<file path="src/rtl/console_mmio_pkg.sv">
package console_mmio_pkg;

  typedef enum logic [1:0] {
    SLOT_RX_CTRL = 2'd0,
    SLOT_RX_DATA = 2'd1,
    SLOT_TX_CTRL = 2'd2,
    SLOT_TX_DATA = 2'd3
  } slot_e;

  localparam int unsigned SLOT_LSB     = 2;
  localparam int unsigned WINDOW_BITS  = SLOT_LSB + 2;
  localparam int unsigned CTRL_RDY_BIT = 0;
  localparam int unsigned CTRL_IE_BIT  = 1;
  localparam int unsigned CTRL_OVR_BIT = 2;

  typedef struct packed {
    logic  hit;
    logic  rd;
    logic  wr;
    slot_e slot;
  } access_t;

endpackage

</file>
<file path="src/rtl/console_rst_sync.sv">
module console_rst_sync #(
  parameter int unsigned STAGES = 2
) (
  input  logic clk,
  input  logic rst_n,
  output logic rst_sync_n
);

  logic [STAGES-1:0] chain_q;

  generate
    genvar s;
    for (s = 0; s < STAGES; s++) begin : g_stage
      always_ff @(posedge clk or negedge rst_n) begin
        if (!rst_n) begin
          chain_q[s] <= 1'b0;
        end else begin
          if (s == 0) chain_q[s] <= 1'b1;
          else        chain_q[s] <= chain_q[(s == 0) ? 0 : s-1];
        end
      end
    end
  endgenerate

  assign rst_sync_n = chain_q[STAGES-1];

endmodule

</file>
<file path="src/rtl/console_decode.sv">
module console_decode
  import console_mmio_pkg::*;
#(
  parameter int unsigned           ADDR_W    = 32,
  parameter logic [ADDR_W-1:0]     BASE_ADDR = 32'hFFFF_0000
) (
  input  logic              bus_sel,
  input  logic              bus_we,
  input  logic [ADDR_W-1:0] bus_addr,
  output access_t           acc
);

  logic addr_unused;
  assign addr_unused = ^bus_addr[SLOT_LSB-1:0];

  always_comb begin
    acc.hit  = bus_sel &&
               (bus_addr[ADDR_W-1:WINDOW_BITS] == BASE_ADDR[ADDR_W-1:WINDOW_BITS]);
    acc.rd   = acc.hit && !bus_we;
    acc.wr   = acc.hit &&  bus_we;
    acc.slot = slot_e'(bus_addr[WINDOW_BITS-1:SLOT_LSB]);
  end

endmodule

</file>
<file path="src/rtl/console_rx_port.sv">
module console_rx_port #(
  parameter int unsigned BYTE_W = 8
) (
  input  logic              clk,
  input  logic              rst_n,
  input  logic              key_valid,
  input  logic [BYTE_W-1:0] key_byte,
  input  logic              rd_data,
  input  logic              rd_ctrl,
  input  logic              cfg_load,
  input  logic              cfg_ie,
  output logic              rdy,
  output logic              ie,
  output logic              ovr,
  output logic [BYTE_W-1:0] data
);

  logic rdy_d, ovr_d, ovr_set, data_en;

  always_comb begin
    data_en = key_valid;
    ovr_set = key_valid && rdy && !rd_data;
    rdy_d   = rdy;
    if (key_valid)    rdy_d = 1'b1;
    else if (rd_data) rdy_d = 1'b0;
    ovr_d = ovr;
    if (ovr_set)      ovr_d = 1'b1;
    else if (rd_ctrl) ovr_d = 1'b0;
  end

  always_ff @(posedge clk or negedge rst_n) begin
    if (!rst_n) begin
      rdy  <= 1'b0;
      ovr  <= 1'b0;
      ie   <= 1'b0;
      data <= '0;
    end else begin
      rdy <= rdy_d;
      ovr <= ovr_d;
      if (cfg_load) ie   <= cfg_ie;
      if (data_en)  data <= key_byte;
    end
  end

  p_key_sets_ready_r3: assert property (@(posedge clk) disable iff (!rst_n)
    key_valid |=> (rdy && data == $past(key_byte)));

  p_read_clears_ready_r4: assert property (@(posedge clk) disable iff (!rst_n)
    (rd_data && !key_valid) |=> !rdy);

  p_overrun_sets_r5: assert property (@(posedge clk) disable iff (!rst_n)
    (key_valid && rdy && !rd_data) |=> ovr);

endmodule

</file>
<file path="src/rtl/console_tx_port.sv">
module console_tx_port #(
  parameter int unsigned BYTE_W = 8
) (
  input  logic              clk,
  input  logic              rst_n,
  input  logic              wr_data,
  input  logic [BYTE_W-1:0] wbyte,
  input  logic              ack,
  input  logic              cfg_load,
  input  logic              cfg_ie,
  output logic              rdy,
  output logic              ie,
  output logic [BYTE_W-1:0] data
);

  logic accept, done, rdy_d;

  always_comb begin
    accept = wr_data && rdy;
    done   = ack && !rdy;
    rdy_d  = rdy;
    if (accept)    rdy_d = 1'b0;
    else if (done) rdy_d = 1'b1;
  end

  always_ff @(posedge clk or negedge rst_n) begin
    if (!rst_n) begin
      rdy  <= 1'b1;
      ie   <= 1'b0;
      data <= '0;
    end else begin
      rdy <= rdy_d;
      if (cfg_load) ie   <= cfg_ie;
      if (accept)   data <= wbyte;
    end
  end

  p_busy_after_write_r6: assert property (@(posedge clk) disable iff (!rst_n)
    (wr_data && rdy) |=> (!rdy && data == $past(wbyte)));

  p_busy_write_dropped_r7: assert property (@(posedge clk) disable iff (!rst_n)
    (wr_data && !rdy) |=> $stable(data));

  p_idle_ack_ignored_r11: assert property (@(posedge clk) disable iff (!rst_n)
    (ack && rdy && !wr_data) |=> rdy);

endmodule

</file>
<file path="src/rtl/console_mmio.sv">
module console_mmio
  import console_mmio_pkg::*;
#(
  parameter int unsigned       ADDR_W    = 32,
  parameter int unsigned       DATA_W    = 32,
  parameter int unsigned       BYTE_W    = 8,
  parameter int unsigned       SYNC_STG  = 2,
  parameter logic [ADDR_W-1:0] BASE_ADDR = 32'hFFFF_0000
) (
  input  logic              clk,
  input  logic              rst_n,
  input  logic              bus_sel,
  input  logic              bus_we,
  input  logic [ADDR_W-1:0] bus_addr,
  input  logic [DATA_W-1:0] bus_wdata,
  output logic [DATA_W-1:0] bus_rdata,
  input  logic              key_valid,
  input  logic [BYTE_W-1:0] key_byte,
  output logic              disp_valid,
  output logic [BYTE_W-1:0] disp_byte,
  input  logic              disp_ack,
  input  logic              cfg_load,
  input  logic              cfg_rx_ie,
  input  logic              cfg_tx_ie,
  output logic              irq
);

  logic              rst_sync_n;
  access_t           acc;
  logic              rx_rdy, rx_ie, rx_ovr, tx_rdy, tx_ie;
  logic [BYTE_W-1:0] rx_data, tx_data;
  logic              rd_rx_data, rd_rx_ctrl, wr_tx_data, wr_ctrl;
  logic              wdata_unused;

  assign wdata_unused = ^bus_wdata[DATA_W-1:BYTE_W];

  console_rst_sync #(.STAGES(SYNC_STG)) u_rst (
    .clk        (clk),
    .rst_n      (rst_n),
    .rst_sync_n (rst_sync_n)
  );

  console_decode #(.ADDR_W(ADDR_W), .BASE_ADDR(BASE_ADDR)) u_dec (
    .bus_sel  (bus_sel),
    .bus_we   (bus_we),
    .bus_addr (bus_addr),
    .acc      (acc)
  );

  always_comb begin
    rd_rx_data = acc.rd && (acc.slot == SLOT_RX_DATA);
    rd_rx_ctrl = acc.rd && (acc.slot == SLOT_RX_CTRL);
    wr_tx_data = acc.wr && (acc.slot == SLOT_TX_DATA);
    wr_ctrl    = acc.wr && ((acc.slot == SLOT_RX_CTRL) || (acc.slot == SLOT_TX_CTRL));
  end

  console_rx_port #(.BYTE_W(BYTE_W)) u_rx (
    .clk       (clk),
    .rst_n     (rst_sync_n),
    .key_valid (key_valid),
    .key_byte  (key_byte),
    .rd_data   (rd_rx_data),
    .rd_ctrl   (rd_rx_ctrl),
    .cfg_load  (cfg_load),
    .cfg_ie    (cfg_rx_ie),
    .rdy       (rx_rdy),
    .ie        (rx_ie),
    .ovr       (rx_ovr),
    .data      (rx_data)
  );

  console_tx_port #(.BYTE_W(BYTE_W)) u_tx (
    .clk      (clk),
    .rst_n    (rst_sync_n),
    .wr_data  (wr_tx_data),
    .wbyte    (bus_wdata[BYTE_W-1:0]),
    .ack      (disp_ack),
    .cfg_load (cfg_load),
    .cfg_ie   (cfg_tx_ie),
    .rdy      (tx_rdy),
    .ie       (tx_ie),
    .data     (tx_data)
  );

  always_comb begin
    bus_rdata = '0;
    if (acc.rd) begin
      unique case (acc.slot)
        SLOT_RX_CTRL: begin
          bus_rdata[CTRL_RDY_BIT] = rx_rdy;
          bus_rdata[CTRL_IE_BIT]  = rx_ie;
          bus_rdata[CTRL_OVR_BIT] = rx_ovr;
        end
        SLOT_RX_DATA: bus_rdata[BYTE_W-1:0] = rx_data;
        SLOT_TX_CTRL: begin
          bus_rdata[CTRL_RDY_BIT] = tx_rdy;
          bus_rdata[CTRL_IE_BIT]  = tx_ie;
        end
        SLOT_TX_DATA: bus_rdata[BYTE_W-1:0] = tx_data;
      endcase
    end
  end

  assign disp_valid = !tx_rdy;
  assign disp_byte  = tx_data;
  assign irq        = (rx_rdy && rx_ie) || (tx_rdy && tx_ie);

  p_ctrl_write_ignored_r8: assert property (@(posedge clk) disable iff (!rst_sync_n)
    (wr_ctrl && !cfg_load) |=> ($stable(rx_ie) && $stable(tx_ie)));

  p_enable_load_r9: assert property (@(posedge clk) disable iff (!rst_sync_n)
    cfg_load |=> (rx_ie == $past(cfg_rx_ie) && tx_ie == $past(cfg_tx_ie)));

  p_data_upper_zero_r4: assert property (@(posedge clk) disable iff (!rst_sync_n)
    (rd_rx_data || (acc.rd && acc.slot == SLOT_TX_DATA)) |->
      (bus_rdata[DATA_W-1:BYTE_W] == '0));

  p_irq_needs_ready_r10: assert property (@(posedge clk) disable iff (!rst_sync_n)
    irq |-> (rx_rdy || tx_rdy));

  p_no_read_on_write_r1: assert property (@(posedge clk) disable iff (!rst_sync_n)
    (bus_sel && bus_we) |-> (bus_rdata == '0));

endmodule

</file>
<file path="config.mk">
export PLATFORM = sky130hd
export DESIGN_NAME = console_mmio
export DESIGN_NICKNAME = d
export VERILOG_FILES = /design/src/rtl/console_mmio_pkg.sv /design/src/rtl/console_rst_sync.sv /design/src/rtl/console_decode.sv /design/src/rtl/console_rx_port.sv /design/src/rtl/console_tx_port.sv /design/src/rtl/console_mmio.sv
export SDC_FILE = /design/constraint.sdc
export NUM_CORES = 1
export LEC_CHECK = 0
export ABC_AREA = 1
export BUFFER_PORTS_ARGS = -buffer_cell sky130_fd_sc_hd__buf_2
export CORE_MARGIN = 10
export CORE_UTILIZATION = 29
export CTS_BUF_LIST = sky130_fd_sc_hd__clkbuf_16
export CTS_CLUSTER_DIAMETER = 50
export DETAILED_ROUTE_END_ITERATION = 8
export PLACE_DENSITY = 0.75
export REMOVE_ABC_BUFFERS = 1
export SYNTH_ARGS = -nofsm -noshare
export SYNTH_HDL_FRONTEND = slang
export SYNTH_HIERARCHICAL = 1
export SYNTH_SLANG_ARGS = --single-unit
</file>
<file path="constraint.sdc">
create_clock -name clk -period 1.45 [get_ports clk]
set_clock_uncertainty 0.1 [all_clocks]
set_input_delay 0.29 -clock clk [delete_from_list [all_inputs] [get_ports clk]]
set_output_delay 0.29 -clock clk [all_outputs]
set_load 0.05 [all_outputs]
</file>
==> results of run 1 <==
-- flip-flops by register name (all words and copies together) (netlist names) --
name and count:
u_rx/data 8, u_tx/data 8, u_rst/chain_q 1, u_rst/rst_sync_n 1, u_rx/ie 1, u_rx/ovr 1, u_rx/rdy 1, u_tx/ie 1
u_tx/rdy 1
-- metrics by stage --
stage / area [sq um] / worst slack, ns
2_1_floorplan: 1341 / -1.032
3_3_place_gp: 1842 / -0.5056
3_5_place_dp: 1842 / -0.5288
4_1_cts: 2012 / -0.3465
5_1_grt: 2166 / -0.4290
6_report: 2166 / -0.3368
-- cells in the final DEF, fill, tap and decap left out, types with 2 or more instances in the layout --
| master | count |
|---|---|
| nand2_4 | 3 |
| a21oi_1 | 2 |
| nand2_1 | 70 |
| buf_2 | 60 |
| inv_1 | 7 |
| nor2_4 | 3 |
| nor2_2 | 8 |
| nor2_1 | 10 |
| conb_1 | 25 |
| buf_4 | 5 |
| nand3_1 | 17 |
| buf_8 | 2 |
| dfrtp_1 | 22 |
| a21oi_2 | 4 |
| clkbuf_16 | 3 |
| nand2_2 | 6 |
| buf_6 | 15 |
| o21ai_2 | 3 |
| inv_2 | 12 |
-- metal layers --
| layer | share of wire [%] | vias to the layer above | routed length [um] | track usage, % |
|---|---|---|---|---|
| li1 | - | 743 | - | - |
| met1 | 45 | 670 | 2110 | 12.10 |
| met2 | 41 | 89 | 1934 | 14.76 |
| met3 | 13 | 2 | 631 | 5.623 |
| met4 | 0.34 | 0 | 16 | 2.699 |
| met5 | 0 | - | 0 | 0 |
-- cell type report --
class | instances | area [sq um]
clock buffers | 3 | 75.07
clock inverters | 1 | 3.754
fillers | 520 | 2909
inverters | 21 | 93.84
multi-input cells | 157 | 782.0
flip-flops and latches | 23 | 576.8
well taps | 70 | 87.58
repair buffers | 83 | 546.8
-- power by group through the flow --
stage | combinational (W) | sequential (W) | clock [W]
after floorplan | 0.000215 | 0.000700 | 0
after global placement | 0.000332 | 0.000696 | 0
after detailed placement | 0.000338 | 0.000696 | 0
after CTS | 0.000353 | 0.000685 | 0.000601
after global routing | 0.000397 | 0.000689 | 0.000631
final | 0.000367 | 0.000686 | 0.000584
-- how the worst max path moves through the flow --
stage                      start            to  slack [ns]  cells after the start
CTS                 bus_addr[12]  bus_rdata[0]       -0.35                     11
detailed placement  bus_addr[12]  bus_rdata[4]       -0.53                     11
finish              bus_addr[12]  bus_rdata[6]       -0.34                     11
global route        bus_addr[29]  bus_rdata[6]       -0.43                     10
floorplan               u_tx/rdy           irq       -1.03                      2
global placement    bus_addr[12]  bus_rdata[3]       -0.51                     11
-- what timing repair did --
action	in CTS	in global routing
hold buffers	1	0
hold endpoints to repair	2	0
setup endpoints to repair	10	21
buffers inserted	0	2
pin swaps	3	7
resized for setup	29	43
gates cloned	0	2
==> key figures, run 1 <==
Yosys
  • Synth Instances: 208
  • Synth Cell Area: 1510 sq um
  • Mapped Avg Cell Area: 7.261 sq um
  • Yosys warnings: 6

Routing
  • Antenna Nets Post-Route: 0
  • TritonRoute pass-1 iters: 4
  • WL per Instance: between 10 and 15 um
  • DRT Wirelength: 4693 um
  • Vias/cell: 4.201
  • # DRC: 0
  • Initial drt markers: 52
  • Via count: 1504

Critical path
  • CP peak stage delay: around 0.18 ns
  • Critical path launch point type: input port
  • CP Class: in2out
  • CP max stage cell: buf_6
  • Worst-case reg-to-reg path depth: 4
  • CP Data Required Time: 1.06 ns
  • Worst path arrival time: approximately 1.4 ns
  • Reg-to-reg endpoint: u_tx/data[4]
  • R2R Path Start: u_tx/rdy
  • Crit path buf inv count: 4
  • CP endpoint kind: output port
  • Crit path cell chain: buf_6 -> inv_2 -> nand2_2 -> nor2_1 -> nand2_1 -> nor2_2 -> nand2_2 -> nor2_4 -> inv_4 -> a21oi_2 -> buf_6
  • Crit-path max FO: 6
  • Delay-heaviest family, CP: simple AND/OR/NAND/NOR gates
  • Register-to-register setup slack: about 0.29 ns

Floorplanning
  • DIE AREA: roughly 8500 sq um
  • Die W: between 90 and 100 um
  • Row cnt: 26
  • Vert. Die Dim: ~90 um
  • Num ports: ~120
  • Initial Utilization: 29.76%
  • CORE AREA: 5075 sq um

Run
  • # Max-Cap Violations: 0

Status
  • Status: finished with violations
  • Failing checks: negative setup slack

STA
  • Fin crit period: 1.787 ns
  • Fin Hold WS: 0.1067 ns
  • Max Clk Rate: 559.6 MHz
  • Final WS setup: -0.3368 ns
  • TNS Setup: -2.673 ns
  • Final hold violations: 0
  • Number of setup violations in the final report: 11
  • Slew Limit Fails: 0
  • Unrepaired setup endpoints after global routing: true
  • Period utilisation layout: 123.2%

Clocking
  • Clk_lat worst skew: 0.25 ns
  • H-tree depth: 1
  • Clk pin slew, worst setup/hold paths: ~0.060 ns
  • Inserted Clock Buffers: 3
  • Clk root buf: clkbuf_16
  • Clock Sinks: 23
  • CTS tree: built
  • Max Buffers Root-to-Sink: 2

Placed design
  • Post-DP HPWL: 3696 um
  • GPL Wtd Cong: 0.8417
  • Dpl cells: 349
  • Port Buffers: 72

Global routing
  • Largest net degree at the start of global routing: 22
  • Initial antenna violation count: 0
  • All-Layer GR Usage: 9.967%
  • Vias in the first global route: 1468
  • Overflow after GRT: 0
  • First-pass GRT wire length: 7017 um

Layout
  • Nets: between 300 and 400
  • P&R area growth vs syn: 43.41%
  • Layout Cells excl Fill: 358
  • Final Core Density: 42.68%
  • # diodes: 0
  • Share of layout cells above drive strength 1: 45.83%

Power and ir drop
  • Logic gate share of total power: between 20 and 25%
  • PD cells: 755.7 nW/um^2
  • Overall power: 0.001637 W
  • Seq pwr share: 41.9%
  • Worst vdd ir: 0.0005444 V
  • Sw Share: 30.23%
  • P_sw: 0.0004949 W
  • Clock share of power: 35.7%
  • P_leak: 1.196 nW
  • Int Power: between 0.001 and 0.0015 W

Hold path
  • Worst hold-check path type: reg2async
No activity file was read; power rests on OpenSTA's default activity.
==> inputs of run 2 (changes only) <==
- CORE_UTILIZATION: 29 -> 35
- PLACE_DENSITY: 0.75 -> 0.86
==> run 2 against run 1 <==
Net effect:
- the run still ends with negative setup slack left
- fmax grew 1.6%
- via count shrank 0.93%
- critical path depth shrank 2
- core utilization grew 11 points
- sequential share of layout area shrank 0.39 points
- first-iteration DRC count grew 27%
- largest power group unchanged
- highest routed layer unchanged
==> key figures, run 2 (synthesis results as in run 1) <==
Critical path
  • CP Data Required Time: 1.06 ns (about the same)
  • Crit-path max FO: 6 (unchanged)
  • Critical path launch point type: input port (unchanged)
  • CP endpoint kind: output port (unchanged)
  • Worst path arrival time: 1.37 ns (was 1.40 ns)
  • CP Class: in2out (unchanged)

Placed design
  • Placed cell areas: 1817 sq um (was 1842 sq um)
  • Port Buffers: 72 (unchanged)
  • DP Worst Slack: -0.5289 ns (was -0.5288 ns)
  • GPL Wtd Cong: 0.8714 (was 0.8417)
  • Post-DP HPWL: 3741 um (was 3696 um)

Clocking
  • Clk_lat worst skew: 0.26 ns (was 0.25 ns)
  • H-tree depth: 1 (unchanged)
  • Clk pin slew, worst setup/hold paths: 0.06 ns (about the same)
  • Clk root buf: clkbuf_16 (unchanged)
  • Clock Sinks: 23 (unchanged)
  • Max Buffers Root-to-Sink: 2 (unchanged)
  • Inserted Clock Buffers: 3 (unchanged)
  • CTS tree: built (unchanged)

STA
  • Final hold violations: 0 (unchanged)
  • Max Clk Rate: 568.8 MHz (was 559.6 MHz)
  • Period utilisation layout: 121.3% (was 123.2%)
  • Final WS setup: -0.3082 ns (was -0.3368 ns)
  • Fin crit period: 1.758 ns (was 1.787 ns)
  • TNS Setup: -2.553 ns (was -2.673 ns)
  • Slew Limit Fails: 0 (unchanged)
  • Number of setup violations in the final report: 10 (was 11)
  • Unrepaired setup endpoints after global routing: true (unchanged)

Routing
  • Initial drt markers: 66 (was 52)
  • DRT Wirelength: 4878 um (was 4693 um)
  • Antenna Nets Post-Route: 0 (unchanged)
  • TritonRoute pass-1 iters: 4 (unchanged)
  • Via count: 1490 (was 1504)
  • Vias/cell: 4.408 (was 4.201)
  • WL per Instance: 14.43 um (was 13.11 um)
  • # DRC: 0 (unchanged)

Floorplanning
  • CORE AREA: 4086 sq um (was 5075 sq um)
  • Num ports: 123 (unchanged)
  • Vert. Die Dim: 85.69 um (was 92.17 um)
  • Initial Utilization: 36.96% (was 29.76%)
  • DIE AREA: 7342 sq um (was 8494 sq um)
  • Die W: 85.69 um (was 92.17 um)
  • Row cnt: 23 (was 26)

Status
  • Status: finished with violations (unchanged)
  • Failing checks: negative setup slack (unchanged)

Global routing
  • First-pass GRT wire length: 7169 um (was 7017 um)
  • Vias in the first global route: 1510 (was 1468)
  • Largest net degree at the start of global routing: 22 (unchanged)
  • Initial antenna violation count: 0 (unchanged)
  • All-Layer GR Usage: 11.79% (was 9.967%)
  • Overflow after GRT: 0 (unchanged)

Power and ir drop
  • P_leak: 1.207 nW (was 1.196 nW)
  • Worst vdd ir: 0.0005030 V (was 0.0005444 V)
  • PD cells: 752.0 nW/um^2 (was 755.7 nW/um^2)

Layout
  • Most common cell after layout, fill and taps aside: nand2_1 (unchanged)
  • P&R area growth vs syn: 45.57% (was 43.41%)
  • Most frequent cells in the layout: nand2_1 (65), buf_2 (50), conb_1 (25) (was nand2_1 (70), buf_2 (60), conb_1 (25))
  • Largest regs: u_rx/data (8), u_tx/data (8) (unchanged)
  • Share of layout cells above drive strength 1: 44.10% (was 45.83%)
  • Fin area: 2198 sq um (was 2166 sq um)
  • # diodes: 0 (unchanged)
  • Final Core Density: 53.80% (was 42.68%)
  • Nets: 370 (unchanged)

Run
  • # Max-Cap Violations: 0 (unchanged)

Hold path
  • Worst hold-check path type: reg2async (unchanged)
[run 2: cell types whose count changed in the layout (fill, tap and decap cells not counted), sizes merged]
cell,change
inv,-1
clkinv,+1
[run 2: power by group]
part | internal [W] | leakage (nW) | switching, W | total, W
clock network | 0.000368 | 0.0423 | 0.000221 | 0.000589
registers | 0.000670 | 0.285 | 0.0000156 | 0.000685
logic | 0.000119 | 0.880 | 0.000260 | 0.000379
total | 0.00116 | 1.21 | 0.000496 | 0.00165
[run 2: area by class of cell]
class / count / area [sq um]
sequential: 23 / 576.8
inverter: 21 / 93.84
fill: 381 / 1888
multi-input combinational: 157 / 779.5
clock buffer: 3 / 75.07
clock inverter: 1 / 3.754
tap: 50 / 62.56
timing repair buffer: 83 / 606.8
[run 2: stage by stage]
stage | hold slack (ns) | instances | total power [W]
6_report | 0.1106 | 338 | 0.001653
5_1_grt | 0.1420 | 338 | 0.001727
4_1_cts | 0.1263 | 335 | 0.001646
3_5_place_dp | -0.01986 | 329 | 0.001032
3_3_place_gp | -0.02257 | 329 | 0.001024
2_1_floorplan | -0.1056 | 200 | 0.0009150
[run 2: path summary, 6_finish.rpt]
path,startpoint,slack (ns),depth (start not counted),end
max in group asynchronous,u_rst/rst_sync_n,0.86,1,u_tx/rdy
hold / removal,u_rst/rst_sync_n,0.11,1,u_tx/data[3]
setup reg to reg,u_tx/rdy,0.24,4,u_tx/data[7]
hold reg to reg,u_rst/rst_sync_n,0.11,1,u_tx/data[3]
min in group clk,key_byte[6],0.13,3,u_rx/data[6]
setup / recovery,bus_addr[9],-0.31,9,bus_rdata[7]
[run 2: critical path: stages]
cell and delay [ns]:
buf_2 0.10, nor2_2 0.11, nand3_1 0.09, nor2_1 0.11, nand2_1 0.10, nor2_4 0.15
inv_4 0.09, a21oi_2 0.13, buf_6 0.17
[run 2: repair_timing]
action,4_1_cts,5_1_grt
hold buffers,1,0
cloned,0,1
hold endpoints to repair,2,0
pin swaps,9,12
endpoints found under the setup margin,10,21
resized for setup,38,35
buffers inserted,1,2
[run 2: metal layers]
layer,vias up,part of all wire (%),track usage (%),wire length [um]
li1,740,-,-,-
met1,661,41,13.19,2001
met2,84,45,18.94,2175
met3,5,13,5.960,644
met4,0,1.2,4.042,57
met5,-,0,0,0
